### config.mk
export PLATFORM = sky130hd
export DESIGN_NAME = pwm_quad_gen
export DESIGN_NICKNAME = d
export VERILOG_FILES = /design/src/rtl/pwm_quad_pkg.sv /design/src/rtl/pwm_quad_regs.sv /design/src/rtl/pwm_quad_timebase.sv /design/src/rtl/pwm_quad_pair.sv /design/src/rtl/pwm_quad_gen.sv
export SDC_FILE = /design/constraint.sdc
export NUM_CORES = 1
export LEC_CHECK = 0
export BUFFER_PORTS_ARGS = -buffer_cell sky130_fd_sc_hd__buf_2
export CAP_MARGIN = 25
export CORE_ASPECT_RATIO = 1.5
export CORE_UTILIZATION = 40
export DETAILED_ROUTE_END_ITERATION = 10
export GPL_TIMING_DRIVEN = 0
export HOLD_SLACK_MARGIN = 0.06
export MAX_ROUTING_LAYER = met4
export PLACE_DENSITY = 0.56
export RECOVER_POWER = 50
export SLEW_MARGIN = 0
export SYNTH_ARGS = -nofsm -noshare
export SYNTH_HDL_FRONTEND = slang
export SYNTH_SLANG_ARGS = --single-unit
### constraint.sdc
create_clock -name clk -period 6.2 [get_ports clk]
set_input_delay 0 -clock clk [delete_from_list [all_inputs] [get_ports clk]]
set_output_delay 0 -clock clk [all_outputs]
set_load 0.01 [all_outputs]
### src/rtl/pwm_quad_pkg.sv
package pwm_quad_pkg;
  localparam int unsigned NUM_OUT  = 4;
  localparam int unsigned NUM_PAIR = NUM_OUT / 2;
  localparam int unsigned ADDR_W   = 3;
  localparam int unsigned MODE_W   = NUM_PAIR + 2;

  localparam logic [ADDR_W-1:0] ADDR_PERIOD = 3'd0;
  localparam logic [ADDR_W-1:0] ADDR_CMP0   = 3'd1;
  localparam logic [ADDR_W-1:0] ADDR_MODE   = 3'd5;

  // bit0 center, bit1 double update, bits 2+ paired flag per pair
  typedef struct packed {
    logic [NUM_PAIR-1:0] paired;
    logic                dbl_upd;
    logic                center;
  } mode_t;
endpackage

### src/rtl/pwm_quad_regs.sv
module pwm_quad_regs
  import pwm_quad_pkg::*;
#(
  parameter int unsigned CNT_W = 16
) (
  input  logic                            clk,
  input  logic                            rst_n,
  input  logic                            wr_en,
  input  logic [ADDR_W-1:0]               wr_addr,
  input  logic [CNT_W-1:0]                wr_data,
  input  logic                            load_full,
  input  logic                            load_cmp,
  output logic [CNT_W-1:0]                act_period,
  output logic [NUM_OUT-1:0][CNT_W-1:0]   act_cmp,
  output mode_t                           act_mode
);
  logic [CNT_W-1:0]              sh_period;
  logic [NUM_OUT-1:0][CNT_W-1:0] sh_cmp;
  mode_t                         sh_mode;

  always_ff @(posedge clk or negedge rst_n) begin
    if (!rst_n) begin
      sh_period <= '0;
      sh_mode   <= '0;
    end else if (wr_en) begin
      if (wr_addr == ADDR_PERIOD) sh_period <= wr_data;
      if (wr_addr == ADDR_MODE)   sh_mode   <= mode_t'(wr_data[MODE_W-1:0]);
    end
  end

  for (genvar i = 0; i < NUM_OUT; i++) begin : g_cmp
    localparam logic [ADDR_W-1:0] MY_ADDR = ADDR_CMP0 + ADDR_W'(i);
    always_ff @(posedge clk or negedge rst_n) begin
      if (!rst_n)                          sh_cmp[i] <= '0;
      else if (wr_en && wr_addr == MY_ADDR) sh_cmp[i] <= wr_data;
    end
    always_ff @(posedge clk or negedge rst_n) begin
      if (!rst_n)                      act_cmp[i] <= '0;
      else if (load_full || load_cmp) act_cmp[i] <= sh_cmp[i];
    end
  end

  always_ff @(posedge clk or negedge rst_n) begin
    if (!rst_n) begin
      act_period <= '0;
      act_mode   <= '0;
    end else if (load_full) begin
      act_period <= sh_period;
      act_mode   <= sh_mode;
    end
  end
endmodule

### src/rtl/pwm_quad_timebase.sv
module pwm_quad_timebase #(
  parameter int unsigned CNT_W = 16
) (
  input  logic             clk,
  input  logic             rst_n,
  input  logic             en,
  input  logic [CNT_W-1:0] period,
  input  logic             center,
  input  logic             dbl_upd,
  output logic [CNT_W-1:0] cnt,
  output logic             at_start,
  output logic             at_peak,
  output logic             load_full,
  output logic             load_cmp
);
  localparam logic [CNT_W-1:0] ONE = CNT_W'(1);

  logic             up;
  logic             nxt_up;
  logic [CNT_W-1:0] nxt;
  logic [CNT_W:0]   cnt_inc;

  assign cnt_inc = {1'b0, cnt} + {{CNT_W{1'b0}}, 1'b1};

  always_comb begin
    nxt    = '0;
    nxt_up = 1'b1;
    if (center) begin
      if (up) begin
        if (cnt_inc >= {1'b0, period}) begin
          nxt    = period;
          nxt_up = 1'b0;
        end else begin
          nxt    = cnt_inc[CNT_W-1:0];
          nxt_up = 1'b1;
        end
      end else if (cnt <= ONE) begin
        nxt    = '0;
        nxt_up = 1'b1;
      end else begin
        nxt    = cnt - ONE;
        nxt_up = 1'b0;
      end
    end else begin
      nxt    = (cnt_inc >= {1'b0, period}) ? '0 : cnt_inc[CNT_W-1:0];
      nxt_up = 1'b1;
    end
  end

  assign load_full = !en || (nxt == '0);
  assign load_cmp  = en && center && dbl_upd && (nxt == period) && (nxt != '0);
  assign at_start  = (cnt == '0);
  assign at_peak   = center && (cnt == period);

  always_ff @(posedge clk or negedge rst_n) begin
    if (!rst_n) begin
      cnt <= '0;
      up  <= 1'b1;
    end else if (!en) begin
      cnt <= '0;
      up  <= 1'b1;
    end else begin
      cnt <= nxt;
      up  <= (nxt == '0) ? 1'b1 : nxt_up;
    end
  end
endmodule

### src/rtl/pwm_quad_pair.sv
module pwm_quad_pair #(
  parameter int unsigned CNT_W = 16
) (
  input  logic             clk,
  input  logic             rst_n,
  input  logic             en,
  input  logic             paired,
  input  logic [CNT_W-1:0] cnt,
  input  logic [CNT_W-1:0] period,
  input  logic [CNT_W-1:0] cmp_a,
  input  logic [CNT_W-1:0] cmp_b,
  output logic [1:0]       out
);
  function automatic logic level(input logic [CNT_W-1:0] c,
                                 input logic [CNT_W-1:0] p,
                                 input logic [CNT_W-1:0] k);
    if (c == '0)      return 1'b0;
    else if (c >= p)  return 1'b1;
    else              return k < c;
  endfunction

  logic lvl_a, lvl_b;
  assign lvl_a = level(cmp_a, period, cnt);
  assign lvl_b = paired ? ~lvl_a : level(cmp_b, period, cnt);

  always_ff @(posedge clk or negedge rst_n) begin
    if (!rst_n)   out <= 2'b00;
    else if (!en) out <= 2'b00;
    else          out <= {lvl_b, lvl_a};
  end
endmodule

### src/rtl/pwm_quad_gen.sv
module pwm_quad_gen
  import pwm_quad_pkg::*;
#(
  parameter int unsigned CNT_W = 16
) (
  input  logic                  clk,
  input  logic                  rst_n,
  input  logic                  en,
  input  logic                  wr_en,
  input  logic [ADDR_W-1:0]     wr_addr,
  input  logic [CNT_W-1:0]      wr_data,
  output logic [NUM_OUT-1:0]    pwm_out,
  output logic                  period_strobe
);
  logic [CNT_W-1:0]              act_period;
  logic [NUM_OUT-1:0][CNT_W-1:0] act_cmp;
  mode_t                         act_mode;
  logic [CNT_W-1:0]              cnt;
  logic                          at_start, at_peak, load_full, load_cmp;

  pwm_quad_regs #(.CNT_W(CNT_W)) u_regs (
    .clk(clk), .rst_n(rst_n), .wr_en(wr_en), .wr_addr(wr_addr), .wr_data(wr_data),
    .load_full(load_full), .load_cmp(load_cmp),
    .act_period(act_period), .act_cmp(act_cmp), .act_mode(act_mode)
  );

  pwm_quad_timebase #(.CNT_W(CNT_W)) u_tb (
    .clk(clk), .rst_n(rst_n), .en(en), .period(act_period),
    .center(act_mode.center), .dbl_upd(act_mode.dbl_upd),
    .cnt(cnt), .at_start(at_start), .at_peak(at_peak),
    .load_full(load_full), .load_cmp(load_cmp)
  );

  for (genvar p = 0; p < NUM_PAIR; p++) begin : g_pair
    pwm_quad_pair #(.CNT_W(CNT_W)) u_pair (
      .clk(clk), .rst_n(rst_n), .en(en), .paired(act_mode.paired[p]),
      .cnt(cnt), .period(act_period),
      .cmp_a(act_cmp[2*p]), .cmp_b(act_cmp[2*p+1]),
      .out(pwm_out[2*p+1:2*p])
    );
  end

  always_ff @(posedge clk or negedge rst_n) begin
    if (!rst_n) period_strobe <= 1'b0;
    else        period_strobe <= en && (at_start || at_peak);
  end
endmodule

==> flow_summary.rst <==
.. list-table::
   :header-rows: 1

   * - Metric
     - Value
   * - Area growth, synth to finish
     - 14.2%
   * - Pre-CTS setup slack
     - -2.19 ns
   * - Count of flip-flops with a built-in enable after synthesis
     - 0
   * - Max Clock Freq
     - 166 MHz
   * - Total count of hold-check failures in the final report
     - 0
   * - Post-synthesis xor/xnor area fraction
     - 0.0321
   * - Clock latency reported for the late side of the worst-skew pair
     - between 0.4 and 0.5 ns
   * - Clock Pin Slew Worst Setup and Hold Paths
     - 0.07 ns
   * - Leakage power
     - 6.67 nW
   * - Final Cell Area
     - 14000 um^2
   * - Utilization of the core after routing
     - 0.464
   * - Count of boundary I/O pins
     - 28
   * - Synth Area in Simple Gates
     - 0.108
   * - PnR worst setup slack
     - ~0.19 ns
   * - Die area
     - 31500 um^2
   * - Post-synthesis async set-or-reset flop share
     - 1.00
   * - Worst min-delay path category
     - input port to flip-flop
   * - Share of cells above drive strength 1
     - 0.188
   * - Placeable core region
     - 30300 um^2
   * - Ratio of total power to cell area
     - about 420 nW/um^2
   * - Req. time, crit path
     - 6.53 ns
   * - TritonCTS buffer count
     - 17
   * - Std-Cell Rows
     - just under 80
   * - DR DRC count
     - 0
   * - Number of global-route vias before repair
     - 10.1k
   * - Failing checks
     - max-capacitance violations, max-slew violations
   * - Fraction of the cycle the final worst path needs
     - 0.970
   * - Number of max-capacitance violations reported
     - 1
   * - Highest-count cells in the layout ignoring fill and taps
     - dfrtp_1 (187), ha_1 (144), mux2_2 (130)
   * - Worst hold slack
     - about 0.08 ns
   * - Cell chosen for the clock root
     - clkbuf_16
   * - Max stage delay cell, worst path
     - o41ai_4
   * - Placed Area
     - around 13000 um^2
   * - Reg2reg start
     - u_tb.cnt[6]
   * - Cell Chain, Critical Path
     - clkbuf_2 -> nand4_1 -> buf_4 -> nor2_4 -> nand2_1 -> xor2_1 -> inv_1 -> ha_1 -> nand4_1 -> buf_4 -> a21oi_1 -> o41ai_4 -> a21o_1 -> clkbuf_2 -> buf_4 -> nand2_1 -> a31oi_2 -> nor4_4 -> a31oi_2 -> o31ai_4 -> buf_12 -> buf_6 -> mux2_1
   * - Max Root-Sink Buffers
     - 2
   * - Floorplan die width
     - 145 um
   * - Arr. time, crit path
     - roughly 6.3 ns
   * - Critical Path Sink Type
     - flip-flop
   * - Transition at the pin with the smallest max-transition slack
     - 4.53 ns
   * - Effective utilization at floorplan
     - 0.406
   * - Fin cells
     - 1657
   * - Share of the synthesized area in the top cell type
     - 0.385
   * - WS Path Type
     - flip-flop to flip-flop
   * - Source of the worst hold timing path
     - wr_en
   * - Vias post-DR
     - between 9k and 10k
   * - Sequential cell area fraction in the yosys report
     - 0.387
   * - Dominant cell type by area after synthesis
     - dfrtp_1
   * - Number of nets in the final layout
     - about 1.4k
   * - First-pass GRT wire length
     - between 60 and 70 mm
   * - Launching element of the worst setup path
     - u_tb.cnt[6]
   * - Synthesized cell area
     - 12300 um^2
   * - Vert. Die Dim
     - 217 um
   * - Sum of internal, switching and leakage power
     - 5.89 mW
   * - IR drop worst, VDD
     - 233 uV
   * - Syn Inst Count
     - 1169
   * - Largest family of logic cells by synthesized area
     - multiplexers
   * - Adder-cell share of the synthesized area
     - 0.147
   * - Number of synthesized register bits
     - between 150 and 200
   * - Worst slew margin relative to its limit
     - -2.02
   * - Setup repair after global routing missed its margin
     - false
   * - Register-to-register setup slack
     - 0.19 ns
   * - GR Overflow Total
     - 0
   * - Count of synthesis-stage warnings from yosys
     - 0
   * - Sinks on Clock Net
     - 190
   * - Compound-gate portion of the synthesized area
     - 0.121
   * - Final Wtd Congestion
     - 1.02
   * - Net count after synthesis
     - 1336
   * - Primary FF master, synth
     - dfrtp_1
   * - Post-synthesis mux area share
     - 0.157
   * - Average cell area after synthesis
     - 10.5 um^2
   * - Iteration-0 DRC Markers
     - 592
   * - Final worst clock skew
     - roughly 0.014 ns
   * - Cells taking the most area after synthesis
     - dfrtp_1 (38%), ha_1 (15%), mux2_2 (12%)
   * - DPL Wire Length
     - between 30 and 40 mm
   * - Largest net degree at the start of global routing
     - 109
   * - Status
     - complete, but fails checks
   * - Max-slew violations
     - 83
   * - Worst setup SP type
     - flip-flop
   * - Final critical-path required period
     - 6.01 ns
   * - Count of nets left with antenna violations after detail routing
     - 0
   * - Final setup violating endpoints
     - 0
   * - Average vias per placed instance
     - 5.86
   * - CP Max Fanout
     - 10
   * - Routed wire length
     - around 41 mm
   * - Total instance count after detailed placement
     - 1599
   * - Overall fraction of global-route tracks in use
     - 0.281
   * - Number of buffer cells added on primary ports
     - 25
   * - ANT cells
     - 0
   * - Most common cell after layout, fill and taps aside
     - dfrtp_1
   * - Routed wirelength normalized by instance count
     - 24.9 um
   * - Count of TritonRoute iterations in the first routing pass
     - 5
   * - Unique masters post-synth
     - 68
   * - CTS tree
     - done
   * - CP peak stage delay
     - 0.57 ns
   * - Initial antenna violation count
     - 0
   * - Depth of the CTS H-tree
     - 4
   * - Most repeated library cell on the critical path
     - buf_4
   * - Setup tns final
     - 0 ns
per-layer routing:
layer  GRT usage  part of all wire  vias up
met5           -                 0        -
met4       0.200             0.077        0
met3      0.0255             0.028      127
met2       0.502              0.52      281
met1       0.291              0.37     4875
li1            -                 -     4426
where the power goes:
part           internal (mW)  switching [mW]  leakage, nW  total [mW]
clock network          0.735           0.523        0.324        1.26
registers               1.61           0.448         2.31        2.06
logic                   1.12            1.46         4.04        2.57
total                   3.46            2.43         6.67        5.89
path summary, 6_finish.rpt:
kind                            cells after the start            endpoint
worst min-delay path                                4    u_regs.sh_cmp[1]
min in group asynchronous                           2         u_tb.cnt[5]
worst min register to register                      1  u_regs.act_cmp[30]
max in group asynchronous                           2         u_tb.cnt[5]
worst max register to register                     23  u_regs.act_cmp[50]
worst max-delay path                               23  u_regs.act_cmp[50]
timing repair:
item,CTS,global route
gates resized for setup,28,5
pin swaps,5,4
endpoints found under the hold margin,172,0
setup endpoints to repair,100,83
buffers inserted,4,3
hold buffers,19,0
logic make-up (layout without fill, tap and decap cells):
logic type | count (synthesis) | in the layout
AO/OA/AOI/OAI | 222 | 222
XOR/XNOR | 45 | 45
adder cells (fa/ha/maj) | 144 | 144
buffers and inverters | 142 | 230
flip-flops | 190 | 190
multiplexers | 172 | 172
AND/OR/NAND/NOR | 254 | 254
final cells by class:
class / instances / area (um^2)
clock buffer: 18 / 439
clock inverter: 14 / 226
timing repair buffer: 56 / 419
buffer: 45 / 240
multi-input combinational: 837 / 7090
sequential: 190 / 4760
fill: 2921 / 16200
inverter: 97 / 364
tap: 400 / 500
synthesized netlist by cell type (3+ instances only):
cell	n
inv_1	96
o211ai_1	4
o22ai_1	4
nor3b_1	4
a2111oi_0	4
a21oi_1	58
a211oi_1	10
and3_1	6
mux2_1	39
o31ai_1	4
a21o_1	47
nor2b_1	8
or3_1	5
dfrtp_1	189
buf_6	6
clkbuf_1	27
nand4b_1	4
o32ai_1	3
or2_2	3
and2_1	6
mux2i_1	3
nor4_1	23
o2111ai_1	6
nor3_1	23
nand4_1	26
xor2_1	20
buf_2	6
a31oi_1	13
ha_1	144
o221ai_1	3
nand3_1	34
buf_1	5
a221oi_1	5
nor2_1	50
o21ai_0	35
mux2_2	130
xnor2_1	25
nand2b_1	11
nand2_1	43
state kept, by name (all words and copies together) (netlist names):
name	count
period_strobe	1
u_regs.act_period	16
u_regs.sh_mode	4
u_regs.sh_cmp	64
u_regs.sh_period	16
u_tb.up	1
u_regs.act_mode	4
g_pair.u_pair.out	4
u_regs.act_cmp	64
u_tb.cnt	16
worst max-delay path, delay by kind of cell, from the launching register on:
family          cells  cell delay (ns)
xor+xnor            1             0.28
simple gates        6             0.92
mux                 1             0.32
flops               1             0.49
compound gates      6             1.75
buf+inv             8             1.76
fa+ha+maj           1             0.33
No activity file was read; power rests on OpenSTA's default activity.
